`src/rtl/fuse_pkg.sv`:
```
package fuse_pkg;

    // Register byte offsets decoded by software
    localparam logic [4:0] OFS_CTRL = 5'h04;
    localparam logic [4:0] OFS_DATA = 5'h08;
    localparam logic [4:0] OFS_CFG  = 5'h10;

    // Control register bit positions
    localparam int B_PD       = 27;
    localparam int B_BUSY     = 26;
    localparam int B_START    = 25;
    localparam int B_RD_EN    = 24;
    localparam int B_WDATA_LO = 16;
    localparam int B_WR_START = 13;
    localparam int B_WR_EN    = 12;
    localparam int B_LATCH    = 11;
    localparam int ADDR_W     = 11;
    localparam int B_CRYPT    = 10;

    typedef struct packed {
        logic              pd;
        logic              rd_start;
        logic              rd_en;
        logic [7:0]        wr_data;
        logic              wr_start;
        logic              wr_en;
        logic              latch;
        logic [ADDR_W-1:0] addr;
    } ctrl_t;

    function automatic ctrl_t ctrl_unpack(input logic [31:0] w);
        ctrl_t c;
        c.pd       = w[B_PD];
        c.rd_start = w[B_START];
        c.rd_en    = w[B_RD_EN];
        c.wr_data  = w[B_WDATA_LO +: 8];
        c.wr_start = w[B_WR_START];
        c.wr_en    = w[B_WR_EN];
        c.latch    = w[B_LATCH];
        c.addr     = w[ADDR_W-1:0];
        return c;
    endfunction

    function automatic logic [31:0] ctrl_pack(input ctrl_t c, input logic busy);
        logic [31:0] w;
        w = '0;
        w[B_PD]              = c.pd;
        w[B_BUSY]            = busy;
        w[B_START]           = c.rd_start;
        w[B_RD_EN]           = c.rd_en;
        w[B_WDATA_LO +: 8]   = c.wr_data;
        w[B_WR_START]        = c.wr_start;
        w[B_WR_EN]           = c.wr_en;
        w[B_LATCH]           = c.latch;
        w[ADDR_W-1:0]        = c.addr;
        return w;
    endfunction

    // Initial content of fuse byte i
    function automatic logic [7:0] fuse_byte(input logic [31:0] i);
        return i[7:0] ^ (i[8] ? 8'h3C : 8'hA5);
    endfunction

endpackage

```
`src/rtl/fuse_rise_det.sv`:
```
module fuse_rise_det #(
    parameter int W = 2
) (
    input  logic         wr_i,
    input  logic [W-1:0] old_i,
    input  logic [W-1:0] new_i,
    output logic [W-1:0] rise_o
);
    for (genvar g = 0; g < W; g++) begin : g_bit
        assign rise_o[g] = wr_i & new_i[g] & ~old_i[g];
    end
endmodule

```
`src/rtl/fuse_array_model.sv`:
```
module fuse_array_model
    import fuse_pkg::*;
#(
    parameter int WORD_BYTES  = 4,
    parameter int ARRAY_BYTES = 512,
    parameter int LATENCY     = 4
) (
    input  logic              clk,
    input  logic              rst,
    input  logic              launch_i,
    input  logic [ADDR_W-1:0] addr_i,
    output logic              active_o,
    output logic              done_o,
    output logic [31:0]       word_o
);
    localparam int NUM_WORDS = ARRAY_BYTES / WORD_BYTES;
    localparam int IDX_W     = $clog2(ARRAY_BYTES);
    localparam int CNT_W     = (LATENCY > 2) ? $clog2(LATENCY) : 1;

    logic [7:0]        fuse_mem [ARRAY_BYTES];
    logic              active_q;
    logic [CNT_W-1:0]  cnt_q;
    logic [ADDR_W-1:0] addr_q;
    logic              in_range;

    always_comb begin
        for (int i = 0; i < ARRAY_BYTES; i++) begin
            fuse_mem[i] = fuse_byte(32'(i));
        end
    end

    always_ff @(posedge clk) begin
        if (rst) begin
            active_q <= 1'b0;
            cnt_q    <= '0;
            addr_q   <= '0;
        end else if (launch_i) begin
            active_q <= 1'b1;
            cnt_q    <= CNT_W'(LATENCY - 1);
            addr_q   <= addr_i;
        end else if (active_q) begin
            if (cnt_q == '0) active_q <= 1'b0;
            else             cnt_q    <= cnt_q - 1'b1;
        end
    end

    assign active_o = active_q;
    assign done_o   = active_q && (cnt_q == '0);
    assign in_range = 32'(addr_q) < NUM_WORDS;

    for (genvar k = 0; k < 4; k++) begin : g_lane
        if (k < WORD_BYTES) begin : g_used
            logic [IDX_W-1:0] idx;
            assign idx = IDX_W'(32'(addr_q) * WORD_BYTES + k);
            assign word_o[k*8 +: 8] = in_range ? fuse_mem[idx] : 8'h00;
        end else begin : g_zero
            assign word_o[k*8 +: 8] = 8'h00;
        end
    end

    // a new launch never lands on a fetch in flight
    assert_launch_when_idle_R5: assert property (@(posedge clk) disable iff (rst)
        launch_i |-> !active_q);

    // the captured address is held for the whole fetch
    assert_addr_hold_R2: assert property (@(posedge clk) disable iff (rst)
        (active_q && $past(active_q)) |-> $stable(addr_q));

endmodule

```
`src/rtl/fuse_read_ctrl.sv`:
```
module fuse_read_ctrl
    import fuse_pkg::*;
#(
    parameter int WORD_BYTES  = 4,
    parameter int ARRAY_BYTES = 512,
    parameter int LATENCY     = 4,
    parameter int BUS_AW      = 5
) (
    input  logic              clk,
    input  logic              rst,
    input  logic              bus_we,
    input  logic [BUS_AW-1:0] bus_addr,
    input  logic [31:0]       bus_wdata,
    output logic [31:0]       bus_rdata
);
    ctrl_t             ctrl_q, ctrl_w;
    logic              busy_q;
    logic [ADDR_W-1:0] lat_addr_q;
    logic [31:0]       data_q;
    logic              crypt_q;
    logic              wr_ctrl, wr_cfg;
    logic [1:0]        rise;
    logic              launch;
    logic [ADDR_W-1:0] launch_addr;
    logic              arr_active, arr_done;
    logic [31:0]       arr_word;
    logic              unused_wdata;

    assign wr_ctrl = bus_we && (bus_addr == BUS_AW'(OFS_CTRL));
    assign wr_cfg  = bus_we && (bus_addr == BUS_AW'(OFS_CFG));
    assign ctrl_w  = ctrl_unpack(bus_wdata);
    assign unused_wdata = ^{bus_wdata[31:28], bus_wdata[B_BUSY], bus_wdata[15:14]};

    fuse_rise_det #(.W(2)) u_rise (
        .wr_i   (wr_ctrl),
        .old_i  ({ctrl_q.rd_start, ctrl_q.latch}),
        .new_i  ({ctrl_w.rd_start, ctrl_w.latch}),
        .rise_o (rise)
    );

    assign launch      = rise[1] && ctrl_w.rd_en && !ctrl_w.pd && !busy_q;
    assign launch_addr = rise[0] ? ctrl_w.addr : lat_addr_q;

    fuse_array_model #(
        .WORD_BYTES  (WORD_BYTES),
        .ARRAY_BYTES (ARRAY_BYTES),
        .LATENCY     (LATENCY)
    ) u_array (
        .clk      (clk),
        .rst      (rst),
        .launch_i (launch),
        .addr_i   (launch_addr),
        .active_o (arr_active),
        .done_o   (arr_done),
        .word_o   (arr_word)
    );

    always_ff @(posedge clk) begin
        if (rst) begin
            ctrl_q     <= '0;
            ctrl_q.pd  <= 1'b1;
            busy_q     <= 1'b0;
            lat_addr_q <= '0;
            data_q     <= '0;
            crypt_q    <= 1'b0;
        end else begin
            if (wr_ctrl) ctrl_q     <= ctrl_w;
            if (rise[0]) lat_addr_q <= ctrl_w.addr;
            if (wr_cfg)  crypt_q    <= bus_wdata[B_CRYPT];
            if (arr_done) begin
                data_q <= arr_word;
                busy_q <= 1'b0;
            end else if (launch) begin
                busy_q <= 1'b1;
            end
        end
    end

    always_comb begin
        bus_rdata = '0;
        if (bus_addr == BUS_AW'(OFS_CTRL))      bus_rdata = ctrl_pack(ctrl_q, busy_q);
        else if (bus_addr == BUS_AW'(OFS_DATA)) bus_rdata = data_q;
        else if (bus_addr == BUS_AW'(OFS_CFG))  bus_rdata[B_CRYPT] = crypt_q;
    end

    // busy only drops on a completion from the array
    assert_busy_fall_on_done_R4: assert property (@(posedge clk) disable iff (rst)
        $fell(busy_q) |-> $past(arr_done));

    // the busy flag and the array's fetch state move together
    assert_busy_matches_array_R3: assert property (@(posedge clk) disable iff (rst)
        busy_q == arr_active);

    // a read only starts when powered up and enabled
    assert_start_gated_R5: assert property (@(posedge clk) disable iff (rst)
        $rose(busy_q) |-> (!ctrl_q.pd && ctrl_q.rd_en));

    // read data holds unless a fetch completes
    assert_data_hold_R10: assert property (@(posedge clk) disable iff (rst)
        !arr_done |=> $stable(data_q));

endmodule

```
`config.mk`:
```
export PLATFORM = sky130hd
export DESIGN_NAME = fuse_read_ctrl
export DESIGN_NICKNAME = d
export VERILOG_FILES = /design/src/rtl/fuse_pkg.sv /design/src/rtl/fuse_rise_det.sv /design/src/rtl/fuse_array_model.sv /design/src/rtl/fuse_read_ctrl.sv
export SDC_FILE = /design/constraint.sdc
export NUM_CORES = 1
export LEC_CHECK = 0
export CAP_MARGIN = 20
export CORE_MARGIN = 3
export CORE_UTILIZATION = 33
export DETAILED_ROUTE_END_ITERATION = 10
export GPL_TIMING_DRIVEN = 0
export MAX_ROUTING_LAYER = met4
export PLACE_DENSITY = 0.57
export SLEW_MARGIN = 10
export SYNTH_ARGS = -nofsm -noshare
export SYNTH_HDL_FRONTEND = slang
export SYNTH_HIERARCHICAL = 1
export SYNTH_SLANG_ARGS = --single-unit
```
`constraint.sdc`:
```
create_clock -name clk -period 7.57 [get_ports clk]
set_input_delay 1.514 -clock clk [delete_from_list [all_inputs] [get_ports clk]]
set_output_delay 1.514 -clock clk [all_outputs]
set_load 0.1 [all_outputs]
```
==> impl_metrics.json <==
{
  "floorplan.rows": 39,
  "finish.net_count": 510,
  "finalPower_mw": 1.00,
  "global_route.usage.met3_pct": 3.37,
  "chipWidth_um": 115,
  "fin_hold_ws_ps": 474,
  "via_count": 2891,
  "grt-busiest-layer": "met2",
  "max_clock_freq_mhz": 175,
  "synth_area_leader_cell": "dfxtp_1",
  "path_delay_family": "buffers and inverters",
  "post_cts_setup_repair_buffer_count": 0,
  "power.static_leakage_nw": 1.88,
  "grt_use_met1_pct": 20.9,
  "cts_hold_repair.buffers": 0,
  "gr-usage-met2_pct": 24.8,
  "outcome": "complete, no violations",
  "end_kind": "output pin",
  "antenna_cells_inserted": 0,
  "grt_pass1_vias": 2886,
  "routed_via_density": 4.69,
  "critical_path.startpoint": "bus_addr[4]",
  "ys_seq_area_share_pct": 42.7,
  "shortest_clock_period_the_worst_path_allows_after_layout_ps": 5730,
  "fraction_of_layout_instances_using_a_drive_strength_above_1_pct": 15.6,
  "slew-limit-headroom_pct": 33.8,
  "setup_violations": 0,
  "drtAntennaViolNets": 0,
  "worstMarginPinSlew_ps": 990,
  "cts.root.buffer_cell": "clkbuf_16",
  "tritoncts_clock_tree": "built",
  "cp_num_cells": 6,
  "mean_instance_size_in_the_synthesized_netlist_um2": 10.0,
  "postSynthRegisterBits": 84,
  "clkTransAtPathRegs_ps": 60,
  "timing.rr.end": "u_array/addr_q[9]",
  "grt_start_max_net_pins": 15,
  "drc_errors": 0,
  "ios": 72,
  "powerDensity_nw_per_um2": 196,
  "final-instance-count-excl-fill": 617,
  "critical_path.cell_chain": "clkdlybuf4s50_1, nand2b_1, nor4_2, buf_2, a22o_1, clkdlybuf4s50_1",
  "yosys.cell_types.count": 33,
  "r2r_start": "ctrl_q[23]",
  "cts.repair.resized": 0,
  "capturing_element_of_the_worst_setup_path": "bus_rdata[22]",
  "clkSinkCount": 84,
  "register_to_register_setup_slack_ps": 5500,
  "initial_core_util_pct": 34.1,
  "synth_enable_flop_cells": 0,
  "finalClockSkew_ps": 6.66,
  "critical_path.max_stage_delay_ps": 1140,
  "critical_path_start_end_classification": "primary input to output pin",
  "total_global_routing_track_utilization_pct": 15.6,
  "postSynthCellCount": 393,
  "ir_worst_vdd_uv": 143,
  "synth-async-reset-ratio_pct": 0,
  "core-area_um2": 11600,
  "crit_slowest_cell": "clkdlybuf4s50_1",
  "filler_cell_count": 1114,
  "totalWireLength_mm": 9.78,
  "worst_r2r_path_depth": 6,
  "worst-path-max-fanout": 10,
  "dominantRegCellSynth": "dfxtp_1",
  "cts_buffers": 9,
  "growth_of_design_area_from_synthesis_to_finish_pct": 29.8,
  "max-clock-path-buffers": 2,
  "cpMostUsedCell": "clkdlybuf4s50_1",
  "worstSkewPairLatency_ps": 340,
  "grt_antenna_before_repair": 0,
  "postLayoutCoreUtil_pct": 44.2,
  "worstPathBufferInverterCount": 3,
  "fp.dieArea_um2": 13300,
  "detailedPlacementHpwl_mm": 7.19,
  "clock_tree.htree_level_count": 3,
  "overflow": 0,
  "setup-tns-final_ps": 0,
  "timing.final.crit_share_pct": 75.7,
  "synthMostInstantiatedCell": "dfxtp_1",
  "netlist.area_leader.share_pct": 42.7,
  "buffer_ports.inserted": 64,
  "maxCapViolations": 0,
  "grt_pass1_wl_mm": 15.4,
  "mappedNetlistArea_um2": 3940,
  "routedWlPerCell_um": 15.8,
  "worstHoldPathType": "register to register",
  "required_ps": 6060,
  "netlist_top_cells_area": "dfxtp_1 (43%), mux2i_1 (18%), nand2b_1 (8.1%)",
  "final-max-slew-violation-count": 0,
  "initialDrtViolationCount": 94,
  "synth_warnings": 6,
  "drt_pass1_iterations": 4,
  "number_of_placed_instances_taps_included": 601,
  "setup_repair_after_global_routing_missed_its_margin": "false",
  "final_weighted_congestion_in_routability_driven_placement": 0.755,
  "cp_data_arrival_time_ps": 4220,
  "synth_top_cells_by_count": "dfxtp_1 (84), mux2i_1 (69), nor2_1 (53)",
  "die_height_um": 115,
  "setup.worst_path.start_class": "primary input",
  "hold_viol": 0
}
## registers in the layout (all words and copies together) (netlist names)
signal,cells
busy_q,1
crypt_q,1
ctrl_q,25
data_q,32
lat_addr_q,11
u_array/active_o,1
u_array/addr_q,11
u_array/cnt_q,2
## worst min path at each step
stage                     slack, ps  cells past startpoint               end        startpoint
final                           470                      2        ctrl_q[19]        ctrl_q[19]
after global routing            490                      2         ctrl_q[5]         ctrl_q[5]
after floorplan                 450                      2  u_array/cnt_q[1]  u_array/cnt_q[1]
after CTS                       480                      2         ctrl_q[2]         ctrl_q[2]
after global placement          460                      2        ctrl_q[19]        ctrl_q[19]
after detailed placement        460                      2         ctrl_q[8]         ctrl_q[8]
## tightest hold or removal path, stage by stage (launching register included)
cell and delay (ps):
dfxtp_1 310, nand2b_1 60, mux2i_1 60
## cell usage in the layout (no fill, tap or decap), types with 3 or more instances in the layout
master and n:
clkdlybuf4s50_1 64, mux2_2 11, nor2_1 53, nor2b_1 11, dfxtp_1 84, bufinv_16 3, nand2b_1 51, and3b_1 3
and2_1 9, nor4bb_1 3, a22o_1 25, buf_4 25, clkbuf_16 9, clkbuf_1 9, inv_1 3, mux2i_1 69
buf_2 15
## per-stage QoR
stage                     cell area [um^2]  worst slack (ps)
after global placement                4760              1880
after floorplan                       3940              3130
after CTS                             5110              1830
after detailed placement              4760              1830
after global routing                  5110              1680
final                                 5110              1840
## metal layers
layer  routed length [um]  part of all wire (%)
met1                 4660                    48
met2                 4640                    47
met3                  399                   4.1
met5                    0                     0
met4                   79                  0.81
## kinds of logic (layout without fill, tap and decap cells)
logic type	after synthesis	after routing	share of synthesized area, %
buf+inv	56	136	9.43
compound gates	30	30	6.51
fa+ha+maj	1	1	0.318
xor+xnor	3	3	0.667
mux	80	80	20.7
flops	84	84	42.7
simple gates	138	138	19.6
other cells	1	2	0.0952
## power breakdown
group          internal [mW]  switching, mW
clock network          0.333          0.177
registers              0.443       0.000678
logic                 0.0261         0.0227
total                  0.803          0.200
## cell type report
| class | instances | area [um^2] | share of cell area, % |
|---|---|---|---|
| flip-flops and latches | 84 | 1680 | 32.9 |
| clock inverters | 5 | 108 | 2.10 |
| plain buffers | 52 | 355 | 6.95 |
| multi-input cells | 254 | 1890 | 37.0 |
| clock buffers | 11 | 243 | 4.75 |
| well taps | 143 | 179 | 3.50 |
| repair buffers | 64 | 641 | 12.5 |
| inverters | 4 | 16.3 | 0.318 |
Note: power is estimated with default switching activity, not from simulation.
